[config.mk]
export PLATFORM = sky130hd
export DESIGN_NAME = thermal_bw_throttle
export DESIGN_NICKNAME = d
export VERILOG_FILES = /design/src/rtl/thermal_bw_pkg.sv /design/src/rtl/thermal_cfg_reg.sv /design/src/rtl/thermal_win_timer.sv /design/src/rtl/thermal_rank_gate.sv /design/src/rtl/thermal_bw_throttle.sv
export SDC_FILE = /design/constraint.sdc
export NUM_CORES = 1
export LEC_CHECK = 0
export CAP_MARGIN = 20
export CORE_UTILIZATION = 30
export CTS_CLUSTER_DIAMETER = 80
export DETAILED_ROUTE_END_ITERATION = 10
export PLACE_DENSITY_LB_ADDON = 0.15
export SYNTH_ARGS = -nofsm -noshare
export SYNTH_HDL_FRONTEND = slang
export SYNTH_SLANG_ARGS = --single-unit
[constraint.sdc]
create_clock -name clk -period 6.65 [get_ports clk]
set_clock_uncertainty 0.2 [all_clocks]
set_input_delay 1.33 -clock clk [delete_from_list [all_inputs] [get_ports clk]]
set_output_delay 1.33 -clock clk [all_outputs]
set_load 0.01 [all_outputs]
[src/rtl/thermal_bw_pkg.sv]
package thermal_bw_pkg;

  localparam int LIM_W = 8;
  localparam int WIN_W = 10;

  typedef enum logic [1:0] {
    TEMP_COOL    = 2'b00,
    TEMP_WARM    = 2'b01,
    TEMP_HOT     = 2'b10,
    TEMP_HOT_ALT = 2'b11
  } temp_e;

  typedef struct packed {
    logic [LIM_W-1:0] hot_lim;
    logic [LIM_W-1:0] warm_lim;
    logic [WIN_W-1:0] win_len;
  } thr_cfg_t;

  localparam thr_cfg_t CFG_RESET = '{hot_lim: 8'hFF, warm_lim: 8'hFF, win_len: 10'h3FF};

endpackage

[src/rtl/thermal_cfg_reg.sv]
module thermal_cfg_reg
  import thermal_bw_pkg::*;
(
  input  logic        clk,
  input  logic        rst_n,
  input  logic        enable,
  input  logic        cfg_wr,
  input  logic [31:0] cfg_wdata,
  output thr_cfg_t    cfg_q,
  output thr_cfg_t    cfg_nxt
);

  logic [WIN_W-1:0] wr_len;
  logic             len_ok;
  logic             cfg_en;

  assign wr_len = cfg_wdata[WIN_W-1:0];
  assign len_ok = !enable && (wr_len != '0);
  assign cfg_en = cfg_wr;

  always_comb begin
    cfg_nxt = cfg_q;
    if (cfg_wr) begin
      cfg_nxt.hot_lim  = cfg_wdata[31:24];
      cfg_nxt.warm_lim = cfg_wdata[23:16];
      if (len_ok) begin
        cfg_nxt.win_len = wr_len;
      end
    end
  end

  always_ff @(posedge clk or negedge rst_n) begin
    if (!rst_n) begin
      cfg_q <= CFG_RESET;
    end else if (cfg_en) begin
      cfg_q <= cfg_nxt;
    end
  end

endmodule

[src/rtl/thermal_win_timer.sv]
module thermal_win_timer #(
  parameter int WIN_W = 10
) (
  input  logic             clk,
  input  logic             rst_n,
  input  logic             enable,
  input  logic [WIN_W-1:0] win_len,
  output logic [WIN_W-1:0] win_cnt,
  output logic             win_wrap
);

  logic [WIN_W-1:0] win_last;
  logic [WIN_W-1:0] win_cnt_nxt;
  logic             win_en;

  assign win_last = win_len - WIN_W'(1);
  assign win_wrap = enable && (win_cnt == win_last);

  always_comb begin
    if (!enable || win_wrap) begin
      win_cnt_nxt = '0;
    end else begin
      win_cnt_nxt = win_cnt + WIN_W'(1);
    end
  end

  assign win_en = enable || (win_cnt != '0);

  always_ff @(posedge clk or negedge rst_n) begin
    if (!rst_n) begin
      win_cnt <= '0;
    end else if (win_en) begin
      win_cnt <= win_cnt_nxt;
    end
  end

endmodule

[src/rtl/thermal_rank_gate.sv]
module thermal_rank_gate
  import thermal_bw_pkg::*;
#(
  parameter int CNT_W = 8
) (
  input  logic             clk,
  input  logic             rst_n,
  input  logic             enable,
  input  logic             win_clear,
  input  logic             issue,
  input  logic [1:0]       temp,
  input  logic [CNT_W-1:0] hot_lim,
  input  logic [CNT_W-1:0] warm_lim,
  output logic [CNT_W-1:0] cnt,
  output logic             block
);

  localparam logic [CNT_W-1:0] CNT_MAX = '1;

  temp_e            temp_s;
  logic [CNT_W-1:0] cnt_nxt;
  logic [CNT_W-1:0] lim_sel;
  logic             block_nxt;
  logic             cnt_en;

  assign temp_s = temp_e'(temp);

  always_comb begin
    if (!enable || win_clear) begin
      cnt_nxt = '0;
    end else if (issue && (cnt != CNT_MAX)) begin
      cnt_nxt = cnt + CNT_W'(1);
    end else begin
      cnt_nxt = cnt;
    end
  end

  always_comb begin
    unique case (temp_s)
      TEMP_WARM:             lim_sel = warm_lim;
      TEMP_HOT, TEMP_HOT_ALT: lim_sel = hot_lim;
      default:               lim_sel = CNT_MAX;
    endcase
  end

  assign block_nxt = enable && (temp_s != TEMP_COOL) && (cnt_nxt >= lim_sel);
  assign cnt_en    = (cnt_nxt != cnt);

  always_ff @(posedge clk or negedge rst_n) begin
    if (!rst_n) begin
      cnt <= '0;
    end else if (cnt_en) begin
      cnt <= cnt_nxt;
    end
  end

  always_ff @(posedge clk or negedge rst_n) begin
    if (!rst_n) begin
      block <= 1'b0;
    end else begin
      block <= block_nxt;
    end
  end

endmodule

[src/rtl/thermal_bw_throttle.sv]
module thermal_bw_throttle
  import thermal_bw_pkg::*;
#(
  parameter int NUM_RANKS = 4
) (
  input  logic                   clk,
  input  logic                   rst_n,
  input  logic                   enable,
  input  logic                   cfg_wr,
  input  logic [31:0]            cfg_wdata,
  input  logic [2*NUM_RANKS-1:0] rank_temp,
  input  logic [NUM_RANKS-1:0]   rank_issue,
  output logic [NUM_RANKS-1:0]   rank_block
);

  thr_cfg_t                     cfg_q;
  thr_cfg_t                     cfg_nxt;
  logic [WIN_W-1:0]             win_len;
  logic [WIN_W-1:0]             win_cnt;
  logic                         win_wrap;
  logic [NUM_RANKS*LIM_W-1:0]   rank_cnt;

  thermal_cfg_reg u_cfg (
    .clk       (clk),
    .rst_n     (rst_n),
    .enable    (enable),
    .cfg_wr    (cfg_wr),
    .cfg_wdata (cfg_wdata),
    .cfg_q     (cfg_q),
    .cfg_nxt   (cfg_nxt)
  );

  assign win_len = cfg_q.win_len;

  thermal_win_timer #(.WIN_W(WIN_W)) u_win (
    .clk      (clk),
    .rst_n    (rst_n),
    .enable   (enable),
    .win_len  (win_len),
    .win_cnt  (win_cnt),
    .win_wrap (win_wrap)
  );

  for (genvar r = 0; r < NUM_RANKS; r++) begin : g_rank
    thermal_rank_gate #(.CNT_W(LIM_W)) u_gate (
      .clk       (clk),
      .rst_n     (rst_n),
      .enable    (enable),
      .win_clear (win_wrap),
      .issue     (rank_issue[r]),
      .temp      (rank_temp[2*r +: 2]),
      .hot_lim   (cfg_nxt.hot_lim),
      .warm_lim  (cfg_nxt.warm_lim),
      .cnt       (rank_cnt[r*LIM_W +: LIM_W]),
      .block     (rank_block[r])
    );
  end

endmodule

== Word level (Yosys, flattened, before mapping) ==
Cells that the tools add are included.
Word-level totals
  latch bits: 0
  logic and storage cells: 86
  memory bits (read-only): 0
  memories kept: 0
  bits in writable memories: 0
  output and inout bits: 4
  bits of input ports: 48
  register bits after elaboration: 72
Cells by class
  eq/ne operators: 21
  add/sub/neg operators: 6
  divide/modulo/power cells: 0
  multiplexer cells: 15
  shift operators: 0
  bitwise gates (word level): 0
  magnitude comparators: 4
  reductions and logical operators: 28
  multiply operators: 0
Operator list (count)
  $mux W8: 8
  $pmux W8 S2: 4
  $add A8 B1 Y8 const B: 4
  $ge A8 B8 Y1: 4
  $ne A8 B8 Y1: 4
  $ne A8 B8 Y1 const B: 4
  $mux W26: 1
  $mux W10: 2
  $reduce_bool A10 Y1: 2
  $eq A2 B2 Y1 const B: 8
  $logic_and A1 B1 Y1: 14
  $add A10 B1 Y10 const B: 1
  $eq A10 B10 Y1: 1
  $sub A10 B1 Y10 const B: 1
  $eq A2 B1 Y1 const B: 4
  $reduce_bool A2 Y1: 4
  $reduce_or A2 Y1: 4
  $logic_or A1 B1 Y1: 2
  $reduce_and A2 Y1: 1
  $logic_not A1 Y1: 1

== Longest topological paths before layout ==
Gate-level depths: netlist of the first run.
  word-level depth: 7
  depth in mapped cells: 16
  gate-level depth less buffers: 15

== Cells and area by module ==
A second synthesis of the first run with hierarchy kept.
Unflattened totals
  cell total of the unflattened synthesis: 517
  area, all modules: 5227.5 um^2
Modules (own cells, without submodules)
  thermal_rank_gate: instances 4, seq. area each 225.2 um^2, area each 753.2 um^2, cells an instance 81
  thermal_cfg_reg: instances 1, seq. area each 683.2 um^2, area each 1307.5 um^2, cells an instance 89
  thermal_win_timer: instances 1, seq. area each 250.2 um^2, area each 907.1 um^2, cells an instance 104

== Least setup slack after synthesis of the first run ==
No wires, ideal clock.
  path kind: input to register
  start: input cfg_wr
  end: register g_rank[2].u_gate.block
  arrival: 3.781 ns
  path buffers: 2
  data required time: 6.324 ns
  cell stages on the path: 11
  slack: 2.543 ns
  setup time: 0.126 ns
  cell sequence: clkbuf_1 clkbuf_1 mux2i_1 a22oi_1 ha_1 nand2b_1 a21o_1 a21o_1 a211oi_1 o21a_1 nor3_1
On the way
  word-level cells in the longest chain between the ends: 4
RTL lines
  start, declared: line thermal_bw_throttle.sv:9  | input logic cfg_wr,
  $mux W26: line thermal_cfg_reg.sv:23  | if (cfg_wr) begin
  $pmux W8 S2: line thermal_rank_gate.sv:39  | unique case (temp_s)
  $ge A8 B8 Y1: line thermal_rank_gate.sv:46  | assign block_nxt = enable && (temp_s != TEMP_COOL) && (cnt_nxt >= lim_sel);
  $logic_and A1 B1 Y1: line thermal_rank_gate.sv:46
  via g_rank[2].u_gate.block_nxt: line thermal_rank_gate.sv:23  | logic block_nxt;
  end signal, assigned: line thermal_rank_gate.sv:61  | block <= block_nxt;
  end, declared: line thermal_rank_gate.sv:15  | output logic block
The timed path passes the listed nets, and every way through them passes these cells.
A chain may end at the register's enable or synchronous reset.

== Worst setup path after layout of the first run ==
  start: input cfg_wr
  end: register g_rank[1].u_gate.block
On the way
  word-level cells in the longest chain between the ends: 4
RTL lines (line)
  $mux W26: thermal_cfg_reg.sv:23
  $pmux W8 S2: thermal_rank_gate.sv:39
  $ge A8 B8 Y1: thermal_rank_gate.sv:46
  $logic_and A1 B1 Y1: thermal_rank_gate.sv:46
  via g_rank[1].u_gate.block_nxt: thermal_rank_gate.sv:23
  end signal, assigned: thermal_rank_gate.sv:61
  end, declared: thermal_rank_gate.sv:15
The timed path passes the listed nets, and every way through them passes these cells.

==> results of run 1 <==
## metal layers
layer	up-vias	wire [um]	global-route usage [%]	part of all wire (%)
li1	1880	-	-	-
met1	1789	5462	19.49	47
met2	57	5386	24.39	47
met3	24	348	2.755	3.0
met4	2	293	7.543	2.5
met5	-	16	0	0.14
## cells by family (layout without fill, tap and decap cells)
| kind of cell | after synthesis | in the layout | synth area share (%) |
|---|---|---|---|
| and+or+nand+nor | 175 | 175 | 18.77 |
| AOI/OAI and AO/OA | 99 | 99 | 15.08 |
| DFF | 72 | 72 | 38.33 |
| buffers and inverters | 52 | 90 | 4.967 |
| adders and majority gates | 39 | 39 | 10.20 |
| xor gates and xnor gates | 37 | 37 | 6.771 |
| muxes | 27 | 27 | 5.882 |
## critical path, delay by kind of cell
family                   cells  cell delay, ns
buffers and inverters        1            1.12
adder cells (fa/ha/maj)      1            0.30
AND/OR/NAND/NOR              2            0.19
multiplexers                 1            0.55
AO/OA/AOI/OAI                5            0.92
## registers in the layout (all words and copies together), names as in the netlist
name	cells
g_rank.u_gate.block	4
g_rank.u_gate.cnt	32
u_cfg.cfg_q	26
u_win.win_cnt	10
## area by class of cell
type | count | area, sq um | share of cell area (%)
clock buffers | 10 | 239.0 | 4.182
clock inverters | 6 | 82.58 | 1.445
inverters | 25 | 93.84 | 1.642
multi-input cells | 377 | 2725 | 47.69
flip-flops and latches | 72 | 1834 | 32.10
well taps | 211 | 264.0 | 4.620
repair buffers | 49 | 475.5 | 8.321
## cell usage after synthesis, drive strengths merged, types with 10 or more instances
library cell	n	share of area, %
nor2	47	3.7
dfrtp	46	24
ha	39	10
a22o	28	5.1
dfstp	26	14
nand3	26	2.7
inv	25	2.0
nor3	25	2.6
buf	20	2.5
nand2	20	1.6
xor2	19	3.5
a21oi	18	1.9
mux2i	18	3.8
xnor2	18	3.3
and3	12	1.6
a211oi	10	1.6
## metrics by stage
step | instance area, sq um | utilization [%] | cells
3_3_place_gp | 5393 | 35.08 | 734
3_5_place_dp | 5393 | 35.08 | 734
6_report | 5714 | 37.18 | 750
2_1_floorplan | 4786 | - | 501
4_1_cts | 5714 | 37.18 | 750
5_1_grt | 5714 | 37.18 | 750
## report_power, final
group | internal, mW | switching, mW | leakage (nW) | total (mW)
Clock | 0.336 | 0.189 | 0.158 | 0.526
Sequential | 0.482 | 0.0327 | 0.907 | 0.515
Combinational | 0.115 | 0.122 | 1.49 | 0.238
## path summary, 6_finish.rpt
kind	start	to	cells after the start
min in group asynchronous	rst_n	u_win.win_cnt[5]$_DFFE_PN0P_	2
max in group asynchronous	rst_n	g_rank[2].u_gate.cnt[1]$_DFFE_PN0P_	2
min reg2reg	u_cfg.cfg_q[1]$_DFFE_PN1P_	u_cfg.cfg_q[1]$_DFFE_PN1P_	2
max	cfg_wr	g_rank[1].u_gate.block$_DFF_PN0_	10
min	u_cfg.cfg_q[1]$_DFFE_PN1P_	u_cfg.cfg_q[1]$_DFFE_PN1P_	2
max reg2reg	u_cfg.cfg_q[0]$_DFFE_PN1P_	g_rank[3].u_gate.block$_DFF_PN0_	16
## cells in the final DEF (no fill, tap or decap), types with 5 or more instances in the layout
cell type and count:
a22o_1 28, nand2_1 20, ha_1 39, inv_1 25, o21ai_0 7, a311oi_1 5
dfstp_2 26, mux2_2 9, xnor2_1 18, clkbuf_16 9, a21oi_1 18, mux2i_1 18
nor3_1 25, xor2_1 19, nor2b_1 8, or2_2 6, nand2b_1 5, nand4_1 6
nor2_1 47, a211oi_1 10, and3_1 12, a21o_1 9, nand3_1 26, dfrtp_1 46
clkdlybuf4s50_1 44
==> flow_summary.ini, run 1 <==
[run_status]
status = finished clean

[timing]
max_freq_mhz = 227.6
fin_setup_tns_ns = 0
hold_viol_final = 0
finalSetupViolCount = 0
period_minus_slack_ns = 4.394
grt_setup_unrepaired = false
period_share_pct = 66.07
final.setup.worst_slack_ns = 2.256
maxSlewHeadroom_pct = 34.53
worstMarginPinSlew_ns = 0.9789
slew_viol_final = 0
whs_ns = 0.3582

[pwr]
finalPower_mw = 1.278
power_density_mw_per_mm2 = 223.7
leakagePower_nw = 2.553
peakVddDrop_mv = 0.1312

[global_route]
gr-usage-all-layers_pct = 15.14
antenna_found_initial = 1
grt_start_max_net_pins = 73
grt_pass1_vias = 3754
gr-total-overflow = 0
grt_first_pass_wirelength_um = 19110

[final_layout]
area_growth_pct = 19.40
fill_cells = 1539
n_antenna_cell = 0
fin_nets = 621
drive_gt1_share_pct = 12.06

[synthesis]
yosys_warnings = 0
synth_cell_type_count = 47
syn_area_sq_mm = 0.004786
synthCells = 501
avgSynthCellArea_sq_um = 9.553
synth_flop_cell = dfrtp_1
synth-seq-cells = 72
synth-edff-count = 0
synth_nets = 588
synth.yosys.seq_area_share_pct = 38.33
async_flop_share_pct = 100.0

[place]
dp_hpwl_um = 8293
portBuffers = 45
pre_cts_ws_ns = 1.862
place_congestion = 0.7545

[die]
fp.dieArea_sq_mm = 0.01646
start_util_pct = 31.14
rows = 45
die_height_um = 128.3
io_pins = 52
fp.dieW_um = 128.3
core_sq_mm = 0.01537

[setup_path]
crit_slowest_cell = clkdlybuf4s50_1
worst-setup-path-type = input port to flop
r2r_slack_ns = 2.31
path_cells = clkdlybuf4s50_1 > mux2i_1 > a22oi_1 > ha_1 > nand2b_1 > a21o_1 > a21o_1 > a211oi_1 > o21a_1 > nor3_1
start_kind = input port
slowest_delay_ns = 1.12
end_kind = flop
crit_required_ns = 6.67
cp_max_fo = 17
cp.arrival_ns = 4.41
crit_path_frequent_cell = a21o_1

[clock_network]
htree_levels = 3
cts_buffers = 9
ctsResizeCount = 0
cts_tree = yes
postCtsSetupBuffers = 0
hold_buffers = 0
cts.sinks = 72
root_buffer = clkbuf_16
clk_pin_slew_worst_paths_ns = 0.06
clock_path_buffers = 2
clkLatencyLatePin_ns = 0.34

[drt]
via_per_inst = 5.003
drtPass1Iterations = 4
routedWlPerCell_um = 15.34
ant_nets = 0
vias = 3752
totalWireLength_um = 11510
drt_iter0_markers = 167
drc = 0

[worst_hold_path]
min_path_type = flop to flop

[job]
maxCapViolations = 0
Note: power is estimated with default switching activity, not from simulation.
==> run 2, diff against run 1 <==
Clock period 6.65 ns to 4.3 ns, I/O delays scaled along.
==> flow_summary.ini, run 2 (synthesized netlist as in run 1, its figures left out) <==
[die]
fp.dieArea_sq_mm = 0.01646
rows = 45
fp.dieW_um = 128.3
core_sq_mm = 0.01537
io_pins = 52
die_height_um = 128.3
start_util_pct = 31.14

[final_layout]
top_regs = g_rank.u_gate.cnt: 32 flops, u_cfg.cfg_q: 26 flops, u_win.win_cnt: 10 flops
largest_reg_flops = 32
layout_common_cells = 47 x nor2_1, 46 x dfrtp_1, 44 x clkdlybuf4s50_1
layout_commonest_cell = nor2_1
fin_nets = 631
area_growth_pct = 21.80
drive_gt1_share_pct = 13.48
n_antenna_cell = 0
top_register = g_rank.u_gate.cnt

[drt]
totalWireLength_um = 11590
routedWlPerCell_um = 15.25
via_per_inst = 4.970
drtPass1Iterations = 4
ant_nets = 0
drc = 0
vias = 3777
drt_iter0_markers = 179

[global_route]
grt_pass1_vias = 3848
gr-total-overflow = 0
grt_first_pass_wirelength_um = 19720
gr-usage-all-layers_pct = 15.61
antenna_found_initial = 1
grt_start_max_net_pins = 48

[setup_path]
end_kind = flop
slowest_delay_ns = 0.43
start_kind = flop
crit_path_frequent_cell = a21o_1
worst-setup-path-type = flop to flop
cp_max_fo = 37
path_cells = inv_1 > ha_1 > nor3b_1 > o31ai_1 > a221oi_1 > a21o_1 > o21ai_4 > buf_12 > or2_2 > ha_1 > nand2b_1 > a21o_1 > a21o_1 > a211oi_1 > o21a_1 > nor3_1
crit_buf_inv = 2
r2r_slack_ns = 0.49
cp.arrival_ns = 3.82
crit_slowest_cell = nor3b_1
crit_required_ns = 4.31
cpLargestDelayFamily = compound AO/OA/AOI/OAI gates

[clock_network]
cts_buffers = 9
clkLatencyLatePin_ns = 0.34
hold_buffers = 0
clock_path_buffers = 2
cts_tree = yes
cts.sinks = 72
postCtsSetupBuffers = 0
root_buffer = clkbuf_16
ctsResizeCount = 0
clk_pin_slew_worst_paths_ns = 0.06
htree_levels = 3

[place]
portBuffers = 45
pre_cts_ws_ns = 0.3932
dp_hpwl_um = 8617
place_congestion = 0.7698

[timing]
slew_viol_final = 0
hold_viol_final = 0
worstMarginPinSlew_ns = 0.7596
grt_setup_unrepaired = false
maxSlewHeadroom_pct = 49.02
fin_setup_tns_ns = 0
max_freq_mhz = 262.1
period_minus_slack_ns = 3.815
period_share_pct = 88.72
final.setup.worst_slack_ns = 0.4851
finalSetupViolCount = 0

[pwr]
peakVddDrop_mv = 0.1489
leakagePower_nw = 2.615
power_density_mw_per_mm2 = 349.3

[run_status]
status = finished clean

[job]
maxCapViolations = 0

[worst_hold_path]
min_path_type = input port to asynchronous set/reset pin
run 2: changes by cell type in the layout (fill, tap and decap cells not counted), sizes merged:
cell | previous run | this run
buf | 5 | 15
bufinv | 2 | 3
clkinv | 3 | 2
run 2: metal layers:
layer / GRT usage [%] / part of all wire, % / up-vias
li1: - / - / 1911
met1: 20.11 / 48 / 1810
met2: 25.82 / 48 / 43
met3: 2.755 / 2.6 / 11
met4: 6.436 / 1.4 / 2
met5: 0 / 0.11 / -
run 2: metrics by stage:
stage	utilization [%]	hold WS [ns]	cells	power (mW)	area, sq um
3_5_place_dp	35.73	0.3391	744	1.194	5493
4_1_cts	37.92	0.3463	760	2.076	5829
6_report	37.92	0.3458	760	2.036	5829
3_3_place_gp	35.73	0.3350	744	1.187	5493
5_1_grt	37.92	0.3720	760	2.143	5829
2_1_floorplan	-	0.3073	501	1.047	4786
run 2: power by group:
group	total, mW	leakage (nW)	switching (mW)	internal [mW]
logic	0.386	1.55	0.196	0.190
clock network	0.855	0.162	0.291	0.565
registers	0.795	0.907	0.0493	0.746
run 2: final timing paths:
check                                      startpoint                             endpoint  depth (start not counted)
setup / recovery           u_cfg.cfg_q[0]$_DFFE_PN1P_     g_rank[3].u_gate.block$_DFF_PN0_                         16
hold / removal                                  rst_n  g_rank[2].u_gate.cnt[6]$_DFFE_PN0P_                          1
setup reg to reg           u_cfg.cfg_q[0]$_DFFE_PN1P_     g_rank[3].u_gate.block$_DFF_PN0_                         16
hold reg to reg            u_cfg.cfg_q[1]$_DFFE_PN1P_           u_cfg.cfg_q[1]$_DFFE_PN1P_                          2
max in group asynchronous                       rst_n         u_win.win_cnt[8]$_DFFE_PN0P_                          2
min in group clk           u_cfg.cfg_q[1]$_DFFE_PN1P_           u_cfg.cfg_q[1]$_DFFE_PN1P_                          2
run 2: final cells by class:
| class | instances | area, sq um |
|---|---|---|
| Inverter | 25 | 93.84 |
| Timing Repair Buffer | 59 | 575.6 |
| Sequential cell | 72 | 1834 |
| Multi-Input combinational cell | 377 | 2725 |
| Fill cell | 1516 | 9542 |
| Clock buffer | 10 | 229.0 |
| Tap cell | 211 | 264.0 |
| Clock inverter | 6 | 107.6 |
==> run 3, diff against run 2 <==
Settings changed: SLEW_MARGIN from default to 20.
Clock period 4.3 ns to 4.83 ns, I/O delays scaled along.
==> flow_summary.ini, run 3 (synthesized netlist as in run 1, its figures left out) <==
[timing]
fin_setup_tns_ns = 0
max_freq_mhz = 246.7
finalSetupViolCount = 0
maxSlewHeadroom_pct = 39.19
period_share_pct = 83.92
grt_setup_unrepaired = false
worstMarginPinSlew_ns = 0.9121
period_minus_slack_ns = 4.053
hold_viol_final = 0
slew_viol_final = 0

[global_route]
grt_pass1_vias = 3679
antenna_found_initial = 1
gr-total-overflow = 0
grt_first_pass_wirelength_um = 18890
gr-usage-all-layers_pct = 15.05
grt_start_max_net_pins = 40

[setup_path]
end_kind = flop
start_kind = flop
cp_max_fo = 22
crit_required_ns = 4.85
worst-setup-path-type = flop to flop
cp.arrival_ns = 4.08

[drt]
routedWlPerCell_um = 15.26
ant_nets = 0
drtPass1Iterations = 4
vias = 3744
drc = 0
via_per_inst = 4.959
totalWireLength_um = 11520
drt_iter0_markers = 129

[clock_network]
ctsResizeCount = 0
root_buffer = clkbuf_16
clk_pin_slew_worst_paths_ns = 0.06
htree_levels = 3
postCtsSetupBuffers = 0
hold_buffers = 0
cts_buffers = 9
clkLatencyLatePin_ns = 0.34
clock_path_buffers = 2
cts.sinks = 72
cts_tree = yes

[pwr]
power_density_mw_per_mm2 = 301.2
peakVddDrop_mv = 0.1579
leakagePower_nw = 2.565
finalPower_mw = 1.731

[die]
io_pins = 52
die_height_um = 128.3
start_util_pct = 31.14
fp.dieW_um = 128.3
fp.dieArea_sq_mm = 0.01646
core_sq_mm = 0.01537
rows = 45

[worst_hold_path]
min_path_type = flop to flop

[final_layout]
seq_area_sq_mm = 0.001834
layout_commonest_cell = nor2_1
area_growth_pct = 20.08
n_antenna_cell = 0
multi_input_area_sq_mm = 0.002725
largest_reg_flops = 32
fin_nets = 626
fill_cells = 1529
layout_common_cells = 47 x nor2_1, 46 x dfrtp_1, 44 x clkdlybuf4s50_1
drive_gt1_share_pct = 12.87
top_register = g_rank.u_gate.cnt
top_regs = g_rank.u_gate.cnt: 32 flops, u_cfg.cfg_q: 26 flops, u_win.win_cnt: 10 flops

[run_status]
status = finished clean

[place]
place_congestion = 0.8201
dp_hpwl_um = 8722
portBuffers = 45

[job]
maxCapViolations = 0
-- run 3: layout make-up --
cell class / count / area share, %
Clock buffer: 10 / 4.354
Inverter: 25 / 1.633
Clock inverter: 6 / 1.154
Sequential cell: 72 / 31.92
Multi-Input combinational cell: 377 / 47.42
Tap cell: 211 / 4.594
Timing Repair Buffer: 54 / 8.927
-- run 3: through the flow --
step                      cell area [sq um]  instances  setup WS, ns  hold WS (ns)  utilization, %
after CTS                              5747        755        0.7294        0.3488           37.39
after detailed placement               5430        739        0.7600        0.3385           35.33
final                                  5747        755        0.7768        0.3478           37.39
after floorplan                        4786        501         1.087        0.3073               -
after global routing                   5747        755        0.5230        0.3680           37.39
after global placement                 5430        739        0.7346        0.3344           35.33
-- run 3: final timing paths --
kind | start | cells past startpoint | endpoint | slack, ns
setup / recovery | u_cfg.cfg_q[0]$_DFFE_PN1P_ | 15 | g_rank[2].u_gate.block$_DFF_PN0_ | 0.78
hold / removal | u_cfg.cfg_q[1]$_DFFE_PN1P_ | 2 | u_cfg.cfg_q[1]$_DFFE_PN1P_ | 0.35
setup reg to reg | u_cfg.cfg_q[0]$_DFFE_PN1P_ | 15 | g_rank[2].u_gate.block$_DFF_PN0_ | 0.78
hold reg to reg | u_cfg.cfg_q[1]$_DFFE_PN1P_ | 2 | u_cfg.cfg_q[1]$_DFFE_PN1P_ | 0.35
max in group asynchronous | rst_n | 2 | u_cfg.cfg_q[11]$_DFFE_PN1P_ | 2.86
min in group asynchronous | rst_n | 1 | u_win.win_cnt[0]$_DFFE_PN0P_ | 0.56
-- run 3: report_power, final --
group	internal, mW	leakage [nW]	switching (mW)	total, mW
logic	0.161	1.51	0.170	0.331
registers	0.664	0.907	0.0434	0.708
clock network	0.431	0.146	0.261	0.692
-- run 3: critical path, cell delays in order (launching register included) --
cell      delay, ns
dfstp_2        0.58
inv_1          0.07
ha_1           0.24
nor2b_1        0.14
or3_1          0.35
a31oi_1        0.21
nand4_1        0.15
o21ai_4        0.48
buf_4          0.35
a21oi_1        0.09
ha_1           0.29
a21o_1         0.15
a21o_1         0.17
a211oi_1       0.25
o21a_1         0.16
nor3_1         0.05
-- run 3: per-layer routing --
metal  wire, um  part of all wire, %  vias up  global-route usage, %
met5         12                 0.10        -                      0
met4        206                  1.8        2                  6.228
met3        273                  2.4       15                  2.713
met2       5414                   47       43                  24.55
met1       5614                   49     1791                  19.62
li1           -                    -     1893                      -
